===== src/rtl/uart_tx_pkg.sv =====
package uart_tx_pkg;
  typedef enum logic [2:0] {
    ST_IDLE, ST_START, ST_DATA, ST_PAR, ST_STOP
  } tx_state_e;

  localparam logic [1:0] PAR_NONE = 2'b00;
  localparam logic [1:0] PAR_ZERO = 2'b01;
  localparam logic [1:0] PAR_EVEN = 2'b10;
  localparam logic [1:0] PAR_ODD  = 2'b11;

  // Number of stop bits for a stop code. Codes 10 and 11 both give two.
  function automatic logic [1:0] stop_count(input logic [1:0] code);
    case (code)
      2'b00:   return 2'd0;
      2'b01:   return 2'd1;
      default: return 2'd2;
    endcase
  endfunction

  function automatic logic parity_bit(input logic [1:0] code, input logic xr);
    case (code)
      PAR_EVEN: return xr;
      PAR_ODD:  return ~xr;
      default:  return 1'b0;
    endcase
  endfunction
endpackage


===== src/rtl/uart_tx_baud.sv =====
// Bit-period timer: raises tick in the last cycle of each bit.
module uart_tx_baud #(
  parameter int DIV_W = 7
) (
  input  logic             clk,
  input  logic             rst_n,
  input  logic             restart,
  input  logic             run,
  input  logic [DIV_W-1:0] div,
  output logic             tick
);
  localparam int CNT_W = DIV_W + 1;

  logic [CNT_W-1:0] cnt_q;
  logic [CNT_W-1:0] limit;

  // The period is 2*(div+1) cycles, so the count runs from 0 to 2*div+1.
  assign limit = {div, 1'b1};
  assign tick  = run && (cnt_q == limit);

  always_ff @(posedge clk or negedge rst_n) begin
    if (!rst_n)                    cnt_q <= '0;
    else if (restart || tick || !run) cnt_q <= '0;
    else                           cnt_q <= cnt_q + 1'b1;
  end
endmodule


===== src/rtl/uart_tx_framer.sv =====
// Frame sequencer: captures the byte and configuration, then walks through the bit slots.
module uart_tx_framer
  import uart_tx_pkg::*;
#(
  parameter int DATA_W = 8,
  parameter int DIV_W  = 7
) (
  input  logic              clk,
  input  logic              rst_n,
  input  logic              accept,
  input  logic              tick,
  input  logic [DATA_W-1:0] data_in,
  input  logic [DIV_W-1:0]  div_in,
  input  logic [1:0]        par_in,
  input  logic [1:0]        stop_in,
  input  logic              msb_in,
  input  logic              idle_lvl,
  output logic              busy,
  output logic [DIV_W-1:0]  div_q,
  output logic              line,
  output logic              end_pulse
);
  localparam int IDX_W = (DATA_W > 1) ? $clog2(DATA_W) : 1;
  localparam logic [IDX_W-1:0] LAST_IDX = IDX_W'(DATA_W - 1);

  tx_state_e         state_q;
  logic [DATA_W-1:0] data_q;
  logic [1:0]        par_q, stop_q, stop_cnt_q;
  logic              msb_q, end_q;
  logic [IDX_W-1:0]  idx_q, sel;
  logic              data_bit, pbit;

  assign sel      = msb_q ? (LAST_IDX - idx_q) : idx_q;
  assign data_bit = data_q[sel];
  assign pbit     = parity_bit(par_q, ^data_q);
  assign busy     = (state_q != ST_IDLE);
  assign end_pulse = end_q;

  always_comb begin
    case (state_q)
      ST_START: line = 1'b0;
      ST_DATA:  line = data_bit;
      ST_PAR:   line = pbit;
      ST_STOP:  line = 1'b1;
      default:  line = idle_lvl;
    endcase
  end

  always_ff @(posedge clk or negedge rst_n) begin
    if (!rst_n) begin
      state_q    <= ST_IDLE;
      data_q     <= '0;
      div_q      <= '0;
      par_q      <= PAR_NONE;
      stop_q     <= 2'b00;
      msb_q      <= 1'b0;
      idx_q      <= '0;
      stop_cnt_q <= 2'd0;
      end_q      <= 1'b0;
    end else begin
      end_q <= 1'b0;
      if (accept) begin
        state_q <= ST_START;
        data_q  <= data_in;
        div_q   <= div_in;
        par_q   <= par_in;
        stop_q  <= stop_in;
        msb_q   <= msb_in;
      end else if (tick) begin
        case (state_q)
          ST_START: begin
            state_q <= ST_DATA;
            idx_q   <= '0;
          end
          ST_DATA: begin
            if (idx_q != LAST_IDX) begin
              idx_q <= idx_q + 1'b1;
            end else if (par_q != PAR_NONE) begin
              state_q <= ST_PAR;
            end else if (stop_count(stop_q) != 2'd0) begin
              state_q    <= ST_STOP;
              stop_cnt_q <= 2'd0;
            end else begin
              state_q <= ST_IDLE;
              end_q   <= 1'b1;
            end
          end
          ST_PAR: begin
            if (stop_count(stop_q) != 2'd0) begin
              state_q    <= ST_STOP;
              stop_cnt_q <= 2'd0;
            end else begin
              state_q <= ST_IDLE;
              end_q   <= 1'b1;
            end
          end
          ST_STOP: begin
            if (stop_cnt_q == stop_count(stop_q) - 2'd1) begin
              state_q <= ST_IDLE;
              end_q   <= 1'b1;
            end else begin
              stop_cnt_q <= stop_cnt_q + 2'd1;
            end
          end
          default: state_q <= ST_IDLE;
        endcase
      end
    end
  end
endmodule


===== src/rtl/uart_tx_channel.sv =====
module uart_tx_channel #(
  parameter int DATA_W = 8,
  parameter int DIV_W  = 7
) (
  input  logic              clk,
  input  logic              rst_n,
  input  logic              enable,
  input  logic              idle_lvl,
  input  logic              out_en,
  input  logic [DIV_W-1:0]  cfg_div,
  input  logic [1:0]        cfg_parity,
  input  logic [1:0]        cfg_stop,
  input  logic              cfg_msb_first,
  input  logic [DATA_W-1:0] tx_data,
  input  logic              tx_valid,
  output logic              tx_ready,
  output logic              txd,
  output logic              tx_end
);
  logic             busy, accept, tick, line;
  logic [DIV_W-1:0] div_q;

  assign tx_ready = enable && !busy;
  assign accept   = tx_valid && tx_ready;

  uart_tx_baud #(.DIV_W(DIV_W)) u_baud (
    .clk     (clk),
    .rst_n   (rst_n),
    .restart (accept),
    .run     (busy),
    .div     (div_q),
    .tick    (tick)
  );

  uart_tx_framer #(.DATA_W(DATA_W), .DIV_W(DIV_W)) u_framer (
    .clk       (clk),
    .rst_n     (rst_n),
    .accept    (accept),
    .tick      (tick),
    .data_in   (tx_data),
    .div_in    (cfg_div),
    .par_in    (cfg_parity),
    .stop_in   (cfg_stop),
    .msb_in    (cfg_msb_first),
    .idle_lvl  (idle_lvl),
    .busy      (busy),
    .div_q     (div_q),
    .line      (line),
    .end_pulse (tx_end)
  );

  // When the output is not enabled, the pin is parked high.
  assign txd = out_en ? line : 1'b1;
endmodule


===== config.mk =====
export PLATFORM = sky130hd
export DESIGN_NAME = uart_tx_channel
export DESIGN_NICKNAME = d
export VERILOG_FILES = /design/src/rtl/uart_tx_pkg.sv /design/src/rtl/uart_tx_baud.sv /design/src/rtl/uart_tx_framer.sv /design/src/rtl/uart_tx_channel.sv
export SDC_FILE = /design/constraint.sdc
export NUM_CORES = 1
export LEC_CHECK = 0
export BUFFER_PORTS_ARGS = -buffer_cell sky130_fd_sc_hd__buf_2
export CORE_AREA = 2 2 67 69
export CTS_CLUSTER_SIZE = 25
export DETAILED_ROUTE_END_ITERATION = 8
export DIE_AREA = 0 0 69 71
export GPL_TIMING_DRIVEN = 1
export PLACE_DENSITY = 0.74
export SYNTH_ARGS = -nofsm -noshare
export SYNTH_HDL_FRONTEND = slang
export SYNTH_HIERARCHICAL = 1
export SYNTH_SLANG_ARGS = --single-unit

===== constraint.sdc =====
create_clock -name clk -period 2.3 [get_ports clk]
set_input_delay 0.23 -clock clk [delete_from_list [all_inputs] [get_ports clk]]
set_output_delay 0.23 -clock clk [all_outputs]
set_load 0.01 [all_outputs]

* Word-level counts from Yosys, hierarchy flattened
Index checks and enable logic that the tools add are counted.
Word-level totals: register bits 37
Operators by class: bitwise logic cells 2, muxes and demuxes 43, $lt $le $gt $ge 1, add/subtract/negate cells 5, eq/ne operators 18, reductions and logical operators 18
Operators by type and width (count):
- $mux W2 | 16
- $mux W3 | 9
- $pmux W3 S4 | 1
- $reduce_bool A2 Y1 | 5
- $mux W1 | 9
- $add A8 B1 Y8 const B | 1
- $eq A8 B8 Y1 | 1
- $mux W8 | 1
- $reduce_and A8 Y1 | 1
- $reduce_xor A8 Y1 | 1
- $eq A3 B2 Y1 const B | 2
- $ne A2 B1 Y1 const B | 3
- $ne A2 B2 Y1 const B | 3
- $ne A3 B3 Y1 const B | 2
- $pmux W2 S3 | 1
- $pmux W3 S2 | 1
- $reduce_bool A3 Y1 | 2
- $eq A2 B2 Y1 const B | 2
- $lt A3 B4 Y1 const B | 1
- $pmux W1 S4 | 1
- $pmux W2 S2 | 1
- $reduce_and A4 Y1 | 1
- $add A3 B1 Y3 const B | 1
- $bmux W1 S3 | 1
- 16 further kinds | 20

* Depth between registers and ports, before layout
Gate-level depths: netlist of run 1.
depth after elaboration 14, depth in mapped cells 9

* Cells and area by module
Netlist of run 1, hierarchy kept.
By module, submodules not included:
- uart_tx_framer | sequential area each 725.7 sq um, area an instance 1616.6 sq um, instances 1, cells each 144
- uart_tx_baud | sequential area each 200.2 sq um, area an instance 450.4 sq um, instances 1, cells each 44
- uart_tx_channel | sequential area each 0.0 sq um, area an instance 21.3 sq um, instances 1, cells each 3

* Worst setup path after synthesis of run 1
No wires, ideal clock.
path type register to register, start point register u_framer.state_q[0], end point register u_framer.data_q[4], path buffers 3, required time 2.175 ns, slack -0.099 ns, arrival time 2.274 ns, stages on the path, launching flop included 7, cells stage by stage dfrtp_1 buf_2 or3_2 and3b_1 clkbuf_1 clkbuf_1 mux2_2
On the way: longest elaborated chain between the ends 4
Ends and longest elaborated chain:
- from (decl) | line uart_tx_framer.sv:26 | tx_state_e state_q;
- from (signal assigned) | line uart_tx_framer.sv:51 | state_q <= ST_IDLE;
- from (signal assigned) | line uart_tx_framer.sv:63 | state_q <= ST_START;
- from (signal assigned) | line uart_tx_framer.sv:72 | state_q <= ST_DATA;
- $reduce_bool A3 Y1 | line uart_tx_framer.sv:36 | assign busy = (state_q != ST_IDLE);
- via busy | line uart_tx_channel.sv:20 | logic busy, accept, tick, line;
- $logic_not A1 Y1 | line uart_tx_channel.sv:23 | assign tx_ready = enable && !busy;
- $logic_and A1 B1 Y1 | line uart_tx_channel.sv:23
- $logic_and A1 B1 Y1 | line uart_tx_channel.sv:24 | assign accept = tx_valid && tx_ready;
- via accept | line uart_tx_channel.sv:20
- to (signal assigned) | line uart_tx_framer.sv:64 | data_q <= data_in;
- to (decl) | line uart_tx_framer.sv:27 | logic [DATA_W-1:0] data_q;
The timed path passes the listed nets, and every way through them passes these cells. A chain may end at the register's enable or synchronous reset.

* Worst setup path in the final report of run 1
start point register u_framer.idx_q[1], end point output port txd
On the way: longest elaborated chain between the ends 6
Ends and longest elaborated chain:
- from (decl) | line uart_tx_framer.sv:30 | logic [IDX_W-1:0] idx_q, sel;
- from (signal assigned) | line uart_tx_framer.sv:77 | idx_q <= idx_q + 1'b1;
- $sub A3 B3 Y3 | line uart_tx_framer.sv:33 | assign sel = msb_q ? (LAST_IDX - idx_q) : idx_q;
- $mux W3 * | line uart_tx_framer.sv:33
- $bmux W1 S3 * | line uart_tx_framer.sv:34 | assign data_bit = data_q[sel];
- $mux W1 (implied by the code) * | line uart_tx_framer.sv:34
- $pmux W1 S4 * | line uart_tx_framer.sv:40 | case (state_q)
- via line | line uart_tx_channel.sv:20
- $mux W1 * | line uart_tx_channel.sv:53 | assign txd = out_en ? line : 1'b1;
- to (decl) | line uart_tx_channel.sv:17 | output logic txd,
Mark *: on every way through the listed nets, which the timed path passes. The rest lies on a longest branch. The select of a mux whose other input is x is not followed.

==> summary.md, run 1 <==
| Metric | Value |
|---|---|
| Initial drt markers | 72 |
| Slowest CP cell | dfrtp_2 |
| Clock Pin Slew Worst Setup and Hold Paths | 0.08 ns |
| First-pass GRT wire length | 6450 µm |
| Final global-route overflow total | 0 |
| Initial Util | 49.7% |
| TritonCTS Sinks | 37 |
| Critical Path AT | 1.96 ns |
| Commonest non-fill, non-tap cell in the layout | dfrtp_1 |
| Number of CTS-inserted buffers | 5 |
| Most frequent cells in the layout | dfrtp_1, buf_2, mux2_2 |
| TritonCTS clock tree | built |
| Finished Core Util | 57.8% |
| Initial DRT Pass Iterations | 4 |
| Die ar. | 4900 µm² |
| Core Region | 4200 µm² |
| Net Sw Power | 0.00102 W |
| Synthesized Nets | 220 |
| Tcrit/Tclk final | 95.2% |
| Post-CTS Hold Buffers | 0 |
| Number of global-route vias before repair | 1475 |
| Synth Cell Area | 2090 µm² |
| Crit start category | flip-flop |
| WHS | 0.0197 ns |
| Largest fanout on the critical path | 6 |
| Crit. End Element | output port |
| R2R cell count | 8 |
| Max transition margin | 46.8% |
| Avg Cell Area, Syn | 10.9 µm² |
| CP bufs+invs | 2 |
| Worst ir drop on vdd | 685 µV |
| Area grow syn2layout | 16.4% |
| DP Area | 2310 µm² |
| Leak | 1.06 nW |
| Skew final | 0.00740 ns |
| Switch share | 35.4% |
| Final Instance Area | 2430 µm² |
| Post-synth EDFFs | 0 |
| Int Pwr | 0.00185 W |
| Drt wl/cell | 13.7 µm |
| Ys Warns | 6 |
| Worst slew pin tran | 0.798 ns |
| Pin count of the biggest net entering global routing | 38 |
| Worst R2R Setup Slack | 0.22 ns |
| # rows | 24 |
| Final setup vio count | 0 |
| Clk root buf | clkbuf_8 |
| Async SR Flop Fraction | 100% |
| ANT cells | 0 |
| Initial antenna violation count | 0 |
| DRC Markers | 0 |
| Max incr delay on CP | 0.44 ns |
| Highest Clock Rate | 457 MHz |
| Power, Total | 0.00287 W |
| Seq cells post-synth | 37 |
| Synth cell types | 49 |
| Critical Path RT | 2.07 ns |
| Sequence of cells on the critical path | buf_4, a2111oi_1, a31oi_1, a41oi_1, o211ai_1, nand2b_1, buf_2 |
| Layout cells sized above 1 | 32.5% |
| Cells after Synth | 191 |
| Via count | 1517 |
| Clk buf depth | 2 |
| Final RePlAce weighted congestion | 0.843 |
| Number of routed nets with antenna violations | 0 |
| Avg Vias per Cell | 5.42 |
| Final min period | 2.19 ns |
| Layout fillers | 371 |
| Clock latency on the worst-skew pair | 0.29 ns |
| Share of power burned in registers | 39.8% |
| PwrDens | 1180 nW/µm² |
| FF-to-FF Start | u_baud/cnt_q[6]$_DFF_PN0_ |
| HP Class | primary input to asynchronous set/reset pin |
| GRT Util Overall | 16.6% |
| Die height | 71 µm |
| H-tree levels | 2 |
| Fin nets | 256 |
| Register area share after synthesis | 44.3% |
| Reg-to-reg critical path endpoint | u_framer/stop_cnt_q[0]$_DFFE_PN0P_ |
| Kind of critical path | flip-flop to output port |
| HPWL after DPL | 2800 µm |
| # placed instances | 272 |
| Top FF cell, synth | dfrtp_1 |
| Crit-path leading delay family | compound AO/OA/AOI/OAI gates |
| Final WL | 3830 µm |
| Comb pwr share | 40.3% |
| I/O pin cnt | 29 |
| Die Wd | 69 µm |
| Max_cap viols | 0 |
| Status | finished, final reports clean |
| PortBufs | 28 |
| Clk pwr share | 19.8% |
| Pins Over Slew Limit | 0 |
| Final Hold Violating Endpoints | 0 |
| Final instance count without filler cells | 280 |
==> cell type report <==
type	instances	area [µm²]	share of cell area, %
timing repair buffer	35	193	7.93
clock inverter	3	46.3	1.90
tap	52	65.1	2.68
multi-input combinational	144	1120	45.9
clock buffer	5	68.8	2.83
inverter	4	15.0	0.618
sequential	37	927	38.1
==> repair_timing <==
action / 4_1_cts / 5_1_grt
buffers inserted: 0 / 0
resized for setup: 0 / 2
endpoints found under the setup margin: 0 / 1
==> power by group through the flow <==
stage / clock [W] / sequential [W] / combinational, W
2_1_floorplan: 0 / 0.00108 / 0.000968
5_1_grt: 0.000617 / 0.00117 / 0.00129
4_1_cts: 0.000590 / 0.00114 / 0.00117
3_3_place_gp: 0 / 0.00114 / 0.00114
6_report: 0.000569 / 0.00114 / 0.00116
3_5_place_dp: 0 / 0.00115 / 0.00116
==> metrics by stage <==
| stage | TNS, ns | worst slack (ns) |
|---|---|---|
| final | 0 | 0.111 |
| after global routing | -0.0385 | -0.0385 |
| after CTS | 0 | 0.0787 |
| after detailed placement | 0 | 0.242 |
| after global placement | 0 | 0.282 |
| after floorplan | 0 | 0.00904 |
==> how the worst max path moves through the flow <==
stage	cells past startpoint	endpoint	start
CTS	6	txd	u_framer/idx_q[1]$_DFFE_PN0P_
finish	7	txd	u_framer/idx_q[1]$_DFFE_PN0P_
global placement	7	u_framer/stop_cnt_q[0]$_DFFE_PN0P_	u_framer/idx_q[1]$_DFFE_PN0P_
detailed placement	8	u_framer/stop_cnt_q[0]$_DFFE_PN0P_	u_baud/cnt_q[6]$_DFF_PN0_
global route	7	txd	u_framer/idx_q[1]$_DFFE_PN0P_
floorplan	8	u_framer/idx_q[0]$_DFFE_PN0P_	u_framer/state_q[0]$_DFFE_PN0P_
==> Yosys cell counts (2+ instances only) <==
library cell	instances	area share [%]
a21oi_1	2	0.48
a31oi_1	2	0.60
and2_1	3	0.90
buf_2	2	0.48
clkbuf_1	3	0.54
dfrtp_1	37	44
ha_1	3	1.8
inv_1	4	0.72
mux2_2	21	11
mux2i_1	4	1.9
mux4_2	2	2.2
nand2_1	9	1.6
nand2b_1	3	0.90
nand3_1	9	2.2
nand4_1	3	0.90
nor2_1	19	3.4
nor2b_1	5	1.5
nor3_1	2	0.48
nor3b_1	3	1.1
o21ai_0	7	1.7
xnor2_1	16	6.7
xor2_1	5	2.1
==> per-layer routing <==
layer  global-route usage [%]  vias up  part of all wire, %
met5                        0        -                    0
met4                     7.84        0                  2.2
met3                     3.99        9                  2.9
met2                     27.7       23                   48
met1                     20.5      734                   47
li1                         -      751                    -
==> logic make-up after synthesis <==
logic type / Yosys count / synth area share (%)
xor gates and xnor gates: 21 / 8.81
muxes: 28 / 15.9
and+or+nand+nor: 69 / 18.0
AOI/OAI and AO/OA: 22 / 8.33
DFF: 37 / 44.3
buffers and inverters: 10 / 2.28
adders and majority gates: 4 / 2.28
==> state kept, by name, indices dropped and copies added, names as in the netlist <==
signal and count:
u_baud/cnt_q 8, u_framer/data_q 8, u_framer/div_q 7, u_framer/end_pulse 1, u_framer/idx_q 3, u_framer/msb_q 1, u_framer/par_q 2, u_framer/state_q 3
u_framer/stop_cnt_q 2, u_framer/stop_q 2
Power figures use the tool's default switching activity.
==> run 2, diff against run 1 <==
--- a/config.mk
+++ b/config.mk
@@ -6,13 +6,12 @@
 export NUM_CORES = 1
 export LEC_CHECK = 0
 export BUFFER_PORTS_ARGS = -buffer_cell sky130_fd_sc_hd__buf_2
-export CORE_AREA = 2 2 67 69
+export CORE_AREA = 2 2 66 68
 export CTS_CLUSTER_SIZE = 25
 export DETAILED_ROUTE_END_ITERATION = 8
-export DIE_AREA = 0 0 69 71
+export DIE_AREA = 0 0 68 70
 export GPL_TIMING_DRIVEN = 1
-export PLACE_DENSITY = 0.74
+export PLACE_DENSITY = 0.73
 export SYNTH_ARGS = -nofsm -noshare
 export SYNTH_HDL_FRONTEND = slang
-export SYNTH_HIERARCHICAL = 1
 export SYNTH_SLANG_ARGS = --single-unit
==> run 2 against run 1 <==
  * Final cell count is 6.8% lower
  * Register-to-register slack improved by 0.06 ns
  * Combinational power is 9% higher
  * Utilization is 3.1 points lower
  * Power up 3.8%
  * Via count decreased by 9.4%
  * Global-route usage grew 0.89 points
  * Final area decreased by 6.7%
  * Worst setup slack better by 0.046 ns
  * Hold slack improved by 0.0078 ns
  * Sequential cell count did not move
  * Critical path type unchanged
==> summary.md, run 2 <==
| Metric | Value |
|---|---|
| Post-synth EDFFs | 0 (unchanged) |
| Ys Warns | 0 (was 6) |
| TritonCTS clock tree | built (unchanged) |
| Number of CTS-inserted buffers | 5 (unchanged) |
| Cell with the most instances after synthesis | dfrtp_1 (unchanged) |
| Crit. End Element | output port (unchanged) |
| Leak | 1.02 nW (was 1.06 nW) |
| I/O pin cnt | 29 (unchanged) |
| Top FF cell, synth | dfrtp_1 (unchanged) |
| DRC Markers | 0 (unchanged) |
| RSZ-0062 raised after global routing | false |
| Max transition margin | 45.2% (was 46.8%) |
| Yosys top cell by area | dfrtp_1 (unchanged) |
| ANT cells | 0 (unchanged) |
| Status | finished, final reports clean (unchanged) |
| Clock Pin Slew Worst Setup and Hold Paths | 0.08 ns (about the same) |
| GRT Util Overall | 17.5% (was 16.6%) |
| HP Class | primary input to asynchronous set/reset pin (unchanged) |
| Tcrit/Tclk final | 93.2% (was 95.2%) |
| Top cells by area, synth | dfrtp_1, mux2_2, xnor2_1, nor2_1, mux4_2 (was dfrtp_1, mux2_2, xnor2_1, nor2_1, nand3_1) |
| Worst ir drop on vdd | 607 µV (was 685 µV) |
| Post-synth top area share | 46.3% (was 44.3%) |
| First-pass GRT wire length | 6270 µm (was 6450 µm) |
| Area grow syn2layout | 13.4% (was 16.4%) |
| Clk root buf | clkbuf_8 (unchanged) |
| H-tree levels | 2 (unchanged) |
| Largest fanout on the critical path | 4 (was 6) |
| Worst slew pin tran | 0.822 ns (was 0.798 ns) |
| Synth cell types | 40 (was 49) |
| # rows | 24 (unchanged) |
| Setup TNS | 0 ns (unchanged) |
| Final Hold Violating Endpoints | 0 (unchanged) |
| Largest regs | u_baud.cnt_q (8), u_framer.data_q (8), u_framer.div_q (7) (was u_baud/cnt_q (8), u_framer/data_q (8), u_framer/div_q (7)) |
| Avg Cell Area, Syn | 11.2 µm² (was 10.9 µm²) |
| Synthesized Nets | 208 (was 220) |
| Post-CTS Hold Buffers | 0 (unchanged) |
| HPWL after DPL | 2650 µm (was 2800 µm) |
| Core Region | 4140 µm² (was 4200 µm²) |
| Die Wd | 68 µm (was 69 µm) |
| Clk buf depth | 2 (unchanged) |
| Pin count of the biggest net entering global routing | 38 (unchanged) |
| Highest Clock Rate | 467 MHz (was 457 MHz) |
| Number of routed nets with antenna violations | 0 (unchanged) |
| Async SR Flop Fraction | 100% (unchanged) |
| Crit start category | flip-flop (unchanged) |
| TritonCTS Sinks | 37 (unchanged) |
| Clock latency on the worst-skew pair | 0.29 ns (about the same) |
| Synth Cell Area | 2000 µm² (was 2090 µm²) |
| Most frequent cells in the layout | dfrtp_1, buf_2, nor2_1, mux2_2, xnor2_1 (was dfrtp_1, buf_2, mux2_2) |
| Register area share after synthesis | 46.3% (was 44.3%) |
| Seq cells post-synth | 37 (unchanged) |
| Kind of critical path | flip-flop to output port (unchanged) |
| Final setup vio count | 0 (unchanged) |
| Die ar. | 4760 µm² (was 4900 µm²) |
| Critical Path AT | 1.91 ns (was 1.96 ns) |
| Number of global-route vias before repair | 1436 (was 1475) |
| Initial drt markers | 51 (was 72) |
| Initial DRT Pass Iterations | 4 (unchanged) |
| Drt wl/cell | 13.9 µm (was 13.7 µm) |
| Final min period | 2.14 ns (was 2.19 ns) |
| Final global-route overflow total | 0 (unchanged) |
| Initial antenna violation count | 0 (unchanged) |
| Critical Path RT | 2.07 ns (about the same) |
| Die height | 70 µm (was 71 µm) |
| PwrDens | 1310 nW/µm² (was 1180 nW/µm²) |
| PnR worst setup slack | 0.157 ns (was 0.111 ns) |
| Commonest non-fill, non-tap cell in the layout | dfrtp_1 (unchanged) |
| Final WL | 3630 µm (was 3830 µm) |
| Initial Util | 48.2% (was 49.7%) |
| Pins Over Slew Limit | 0 (unchanged) |
| Pre-CTS setup slack | 0.278 ns (was 0.242 ns) |
| Skew final | 0.00765 ns (was 0.00740 ns) |
| Layout cells sized above 1 | 30.1% (was 32.5%) |
| Max_cap viols | 0 (unchanged) |
| Via count | 1375 (was 1517) |
| Fin nets | 237 (was 256) |
| Final RePlAce weighted congestion | 0.862 (was 0.843) |
| Cells after Synth | 179 (was 191) |
| PortBufs | 28 (unchanged) |
| Avg Vias per Cell | 5.27 (was 5.42) |
| Power, Total | 0.00298 W (was 0.00287 W) |
| Most instantiated cells after synthesis | dfrtp_1, mux2_2, nor2_1, xnor2_1, o21ai_0 (was dfrtp_1, mux2_2, nor2_1, xnor2_1) |
| Post-CTS Setup Bufs | 0 (unchanged) |
[run 2: cell types whose count changed after synthesis, moves of 3 or more]
cell / delta
nor3b_1: -3
nor2b_1: -4
nand2_1: -3
nor2_1: +3
nand3_1: -4
[run 2: logic make-up (layout without fill, tap and decap cells)]
| kind of cell | after synthesis | count (layout) | share of synthesized area [%] |
|---|---|---|---|
| and+or+nand+nor | 54 | 54 | 13.7 |
| DFF | 37 | 37 | 46.3 |
| muxes | 31 | 31 | 18.8 |
| xor gates and xnor gates | 21 | 21 | 9.89 |
| AOI/OAI and AO/OA | 20 | 20 | 6.45 |
| buffers and inverters | 13 | 43 | 3.00 |
| adders and majority gates | 3 | 3 | 1.88 |
[run 2: stage by stage]
stage | hold slack (ns) | instance area, µm² | utilization (%) | instances
finish | 0.0275 | 2270 | 54.7 | 261
global route | 0.102 | 2270 | 54.7 | 261
CTS | 0.0618 | 2260 | 54.5 | 261
detailed placement | 0.384 | 2170 | 52.5 | 253
global placement | 0.368 | 2170 | 52.5 | 253
floorplan | -0.0656 | 2000 | - | 179
[run 2: cell type report]
type                            instances  area, µm²
Fill cell                             379       1880
Multi-Input combinational cell        129       1020
Sequential cell                        37        927
Timing Repair Buffer                   29        148
Clock buffer                            7       76.3
Tap cell                               52       65.1
Inverter                                6       22.5
Clock inverter                          1       7.51
[run 2: final timing paths]
check                                              startpoint                                 end  slack [ns]  cells past startpoint
setup / recovery               u_framer.data_q[3]$_DFFE_PN0P_                                 txd        0.16                      6
hold / removal                                          rst_n  u_framer.stop_cnt_q[1]$_DFFE_PN0P_        0.03                      1
setup reg to reg                    u_baud.cnt_q[3]$_DFF_PN0_       u_framer.idx_q[0]$_DFFE_PN0P_        0.28                      5
hold reg to reg            u_framer.stop_cnt_q[1]$_DFFE_PN0P_  u_framer.stop_cnt_q[1]$_DFFE_PN0P_        0.53                      1
max in group asynchronous                               rst_n          u_framer.msb_q$_DFFE_PN0P_        1.70                      1
min in group clk                                  cfg_stop[1]      u_framer.stop_q[1]$_DFFE_PN0P_        0.16                      2
[run 2: worst max-delay path, stage by stage, from the launching register on]
cell and delay, ns:
dfrtp_1 0.43, xnor2_2 0.17, xnor3_1 0.42, xnor2_1 0.14
a41oi_1 0.20, o21ai_0 0.11, buf_2 0.15
[run 2: layer usage]
metal	vias up	GRT usage [%]	wire length [µm]
met2	23	27.2	1690
met1	654	23.0	1730
met4	0	7.33	72
li1	693	-	-
met3	5	4.51	138
met5	-	0	0
[run 2: power breakdown]
group | total [W] | internal [W] | switching [W]
combinational | 0.00126 | 0.000754 | 0.000503
clock | 0.000444 | 0.000214 | 0.000230
sequential | 0.00128 | 0.000921 | 0.000357
[run 2: what timing repair did]
action	CTS	global route
resized for setup	0	2
endpoints found under the hold margin	0	0
endpoints found under the setup margin	0	1
==> run 3, diff against run 2 <==
==> constraint.sdc (replaced) <==
create_clock -name clk -period 1.75 [get_ports clk]
set_input_delay 0.175 -clock clk [delete_from_list [all_inputs] [get_ports clk]]
set_output_delay 0.175 -clock clk [all_outputs]
set_load 0.01 [all_outputs]
==> run 3 against run 2 <==
  * The run now ends with setup timing left
  * Sequential share of layout area decreased by 5.4 points
  * Sequential cell count is the same
  * Global-route usage increased by 1.5 points
  * Combinational power grew 87%
  * Critical path type unchanged
  * Largest power group is now combinational logic
==> summary.md, run 3 (synthesis results as in run 2) <==
| Metric | Value |
|---|---|
| Met2 usage | 29.7% (was 27.2%) |
| Pins Over Slew Limit | 0 (unchanged) |
| H-tree levels | 2 (unchanged) |
| Number of CTS-inserted buffers | 5 (unchanged) |
| Fin nets | 268 (was 237) |
| FF-to-FF Start | u_framer.div_q[2]$_DFFE_PN0P_ (was u_baud.cnt_q[3]$_DFF_PN0_) |
| TritonCTS clock tree | built (unchanged) |
| R2R cell count | 5 (unchanged) |
| Worst R2R Setup Slack | -0.06 ns (was 0.28 ns) |
| Avg Vias per Cell | 5.23 (was 5.27) |
| Met1 Resource Use GR | 24.5% (was 23.0%) |
| HPWL after DPL | 2970 µm (was 2650 µm) |
| PwrDens | 1800 nW/µm² (was 1310 nW/µm²) |
| Power, Total | 0.00470 W (was 0.00298 W) |
| Commonest non-fill, non-tap cell in the layout | dfrtp_1 (unchanged) |
| Clk root buf | clkbuf_8 (unchanged) |
| Final min period | 2.03 ns |
| Final WL | 4070 µm (was 3630 µm) |
| Final RePlAce weighted congestion | 0.915 (was 0.862) |
| Clk buf depth | 2 (unchanged) |
| PortBufs | 28 (unchanged) |
| Critical Path RT | 1.57 ns (was 2.07 ns) |
| Die height | 70 µm (unchanged) |
| Kind of critical path | flip-flop to output port (unchanged) |
| Skew final | 0.00876 ns (was 0.00765 ns) |
| Initial drt markers | 57 (was 51) |
| Critical Path End | txd (unchanged) |
| Failing checks | setup timing |
| I/O pin cnt | 29 (unchanged) |
| Tcrit/Tclk final | 116% |
| Final setup vio count | 4 (was 0) |
| Largest regs | u_baud.cnt_q (8), u_framer.data_q (8), u_framer.div_q (7) (unchanged) |
| Area grow syn2layout | 30.8% (was 13.4%) |
| Die Wd | 68 µm (unchanged) |
| Number of global-route vias before repair | 1517 (was 1436) |
| Core Region | 4140 µm² (unchanged) |
| RSZ-0062 raised after global routing | true (was false) |
| Pin count of the biggest net entering global routing | 38 (unchanged) |
| Via count | 1527 (was 1375) |
| Crit. End Element | output port (unchanged) |
| PnR worst setup slack | -0.285 ns (was 0.157 ns) |
| Die ar. | 4760 µm² (unchanged) |
| Met3 global-route usage | 5.31% (was 4.51%) |
| # rows | 24 (unchanged) |
| Leak | 1.22 nW (was 1.02 nW) |
| HP Class | primary input to flip-flop (was primary input to asynchronous set/reset pin) |
| Layout cells sized above 1 | 43.8% (was 30.1%) |
| TritonCTS Sinks | 37 (unchanged) |
| ANT cells | 0 (unchanged) |
| Final global-route overflow total | 0 (unchanged) |
| Initial Util | 48.2% (unchanged) |
| Critical Path AT | 1.86 ns (was 1.91 ns) |
| Crit. Startpoint | u_framer.data_q[7]$_DFFE_PN0P_ (was u_framer.data_q[3]$_DFFE_PN0P_) |
| Most frequent cells in the layout | dfrtp_1, buf_4, buf_2 (was dfrtp_1, buf_2, nor2_1, mux2_2, xnor2_1) |
| Layout fillers | 323 (was 379) |
| Worst ir drop on vdd | 1080 µV (was 607 µV) |
| Most used routing layer | met2 (unchanged) |
| Clock Pin Slew Worst Setup and Hold Paths | 0.08 ns (about the same) |
| Max transition margin | 60.5% (was 45.2%) |
| Crit start category | flip-flop (unchanged) |
| Number of routed nets with antenna violations | 0 (unchanged) |
| DRC Markers | 0 (unchanged) |
| GRT Util Overall | 19.1% (was 17.5%) |
| First-pass GRT wire length | 6650 µm (was 6270 µm) |
| Initial DRT Pass Iterations | 5 (was 4) |
| Largest fanout on the critical path | 3 (was 4) |
| Max_cap viols | 0 (unchanged) |
| Final Hold Violating Endpoints | 0 (unchanged) |
| Clock latency on the worst-skew pair | 0.30 ns (was 0.29 ns) |
| Setup TNS | -0.368 ns (was 0 ns) |
| Reg-to-reg critical path endpoint | u_framer.stop_cnt_q[1]$_DFFE_PN0P_ (was u_framer.idx_q[0]$_DFFE_PN0P_) |
| Status | finished, violations left (was finished, final reports clean) |
| Drt wl/cell | 14.0 µm (was 13.9 µm) |
| Initial antenna violation count | 0 (unchanged) |
| Worst slew pin tran | 0.589 ns (was 0.822 ns) |
| Highest Clock Rate | 491 MHz |
run 3: cell types whose count changed in the layout (fill, tap and decap cells not counted), sizes merged:
| cell | previous run | this run |
|---|---|---|
| buf | 29 | 59 |
| bufinv | 0 | 1 |
| clkbuf | 7 | 6 |
| dlygate4sd3 | 0 | 1 |
run 3: metrics by stage:
step	setup slack [ns]	area, µm²	utilization, %	hold slack (ns)	std cells
floorplan	-0.0279	2010	-	-0.121	179
global placement	-0.0564	2380	57.5	0.250	280
detailed placement	-0.0785	2380	57.5	0.248	280
CTS	-0.289	2550	61.6	0.0963	291
global route	-0.344	2620	63.1	0.0999	292
finish	-0.285	2620	63.1	0.104	292
run 3: layout make-up:
type | instances | area [µm²] | share of cell area (%)
repair buffers | 60 | 390 | 14.9
flip-flops and latches | 37 | 928 | 35.5
inverters | 6 | 22.5 | 0.861
clock buffers | 6 | 82.6 | 3.16
multi-input cells | 129 | 1090 | 41.6
well taps | 52 | 65.1 | 2.49
clock inverters | 2 | 37.5 | 1.44
run 3: what timing repair did:
action                     CTS  global route
pin swaps                    6             7
hold endpoints to repair    37             0
setup endpoints to repair   11            16
buffers inserted             2             1
hold buffers                 1             0
resized for setup            9            11
run 3: worst max-delay path: stages (launching register included):
cell and delay (ns):
dfrtp_1 0.42, buf_6 0.13, mux4_2 0.44, mux2_4 0.28, nor2_2 0.07, o21ai_1 0.06, buf_2 0.14
run 3: worst min path at each step:
stage           startpoint                                 end  slack (ns)  cells past startpoint
6_report        tx_data[5]      u_framer.data_q[5]$_DFFE_PN0P_        0.10                      2
5_1_grt        cfg_stop[1]      u_framer.stop_q[1]$_DFFE_PN0P_         0.1                      2
4_1_cts         tx_data[5]      u_framer.data_q[5]$_DFFE_PN0P_         0.1                      2
3_5_place_dp         rst_n        u_framer.end_pulse$_DFF_PN0_        0.25                      2
3_3_place_gp         rst_n  u_framer.stop_cnt_q[1]$_DFFE_PN0P_        0.25                      2
2_1_floorplan        rst_n           u_baud.cnt_q[0]$_DFF_PN0_       -0.12                      0
run 3: power breakdown:
part	switching, W	leakage, nW	internal, W
clock network	0.000318	0.0574	0.000463
registers	0.000347	0.455	0.00121
logic	0.000961	0.705	0.00140
run 3: per-layer routing:
| metal | up-vias | part of all wire [%] | routed length [µm] |
|---|---|---|---|
| li1 | 754 | - | - |
| met1 | 732 | 45 | 1820 |
| met2 | 35 | 49 | 2000 |
| met3 | 6 | 4.4 | 179 |
| met4 | 0 | 1.8 | 73 |
| met5 | - | 0 | 0 |
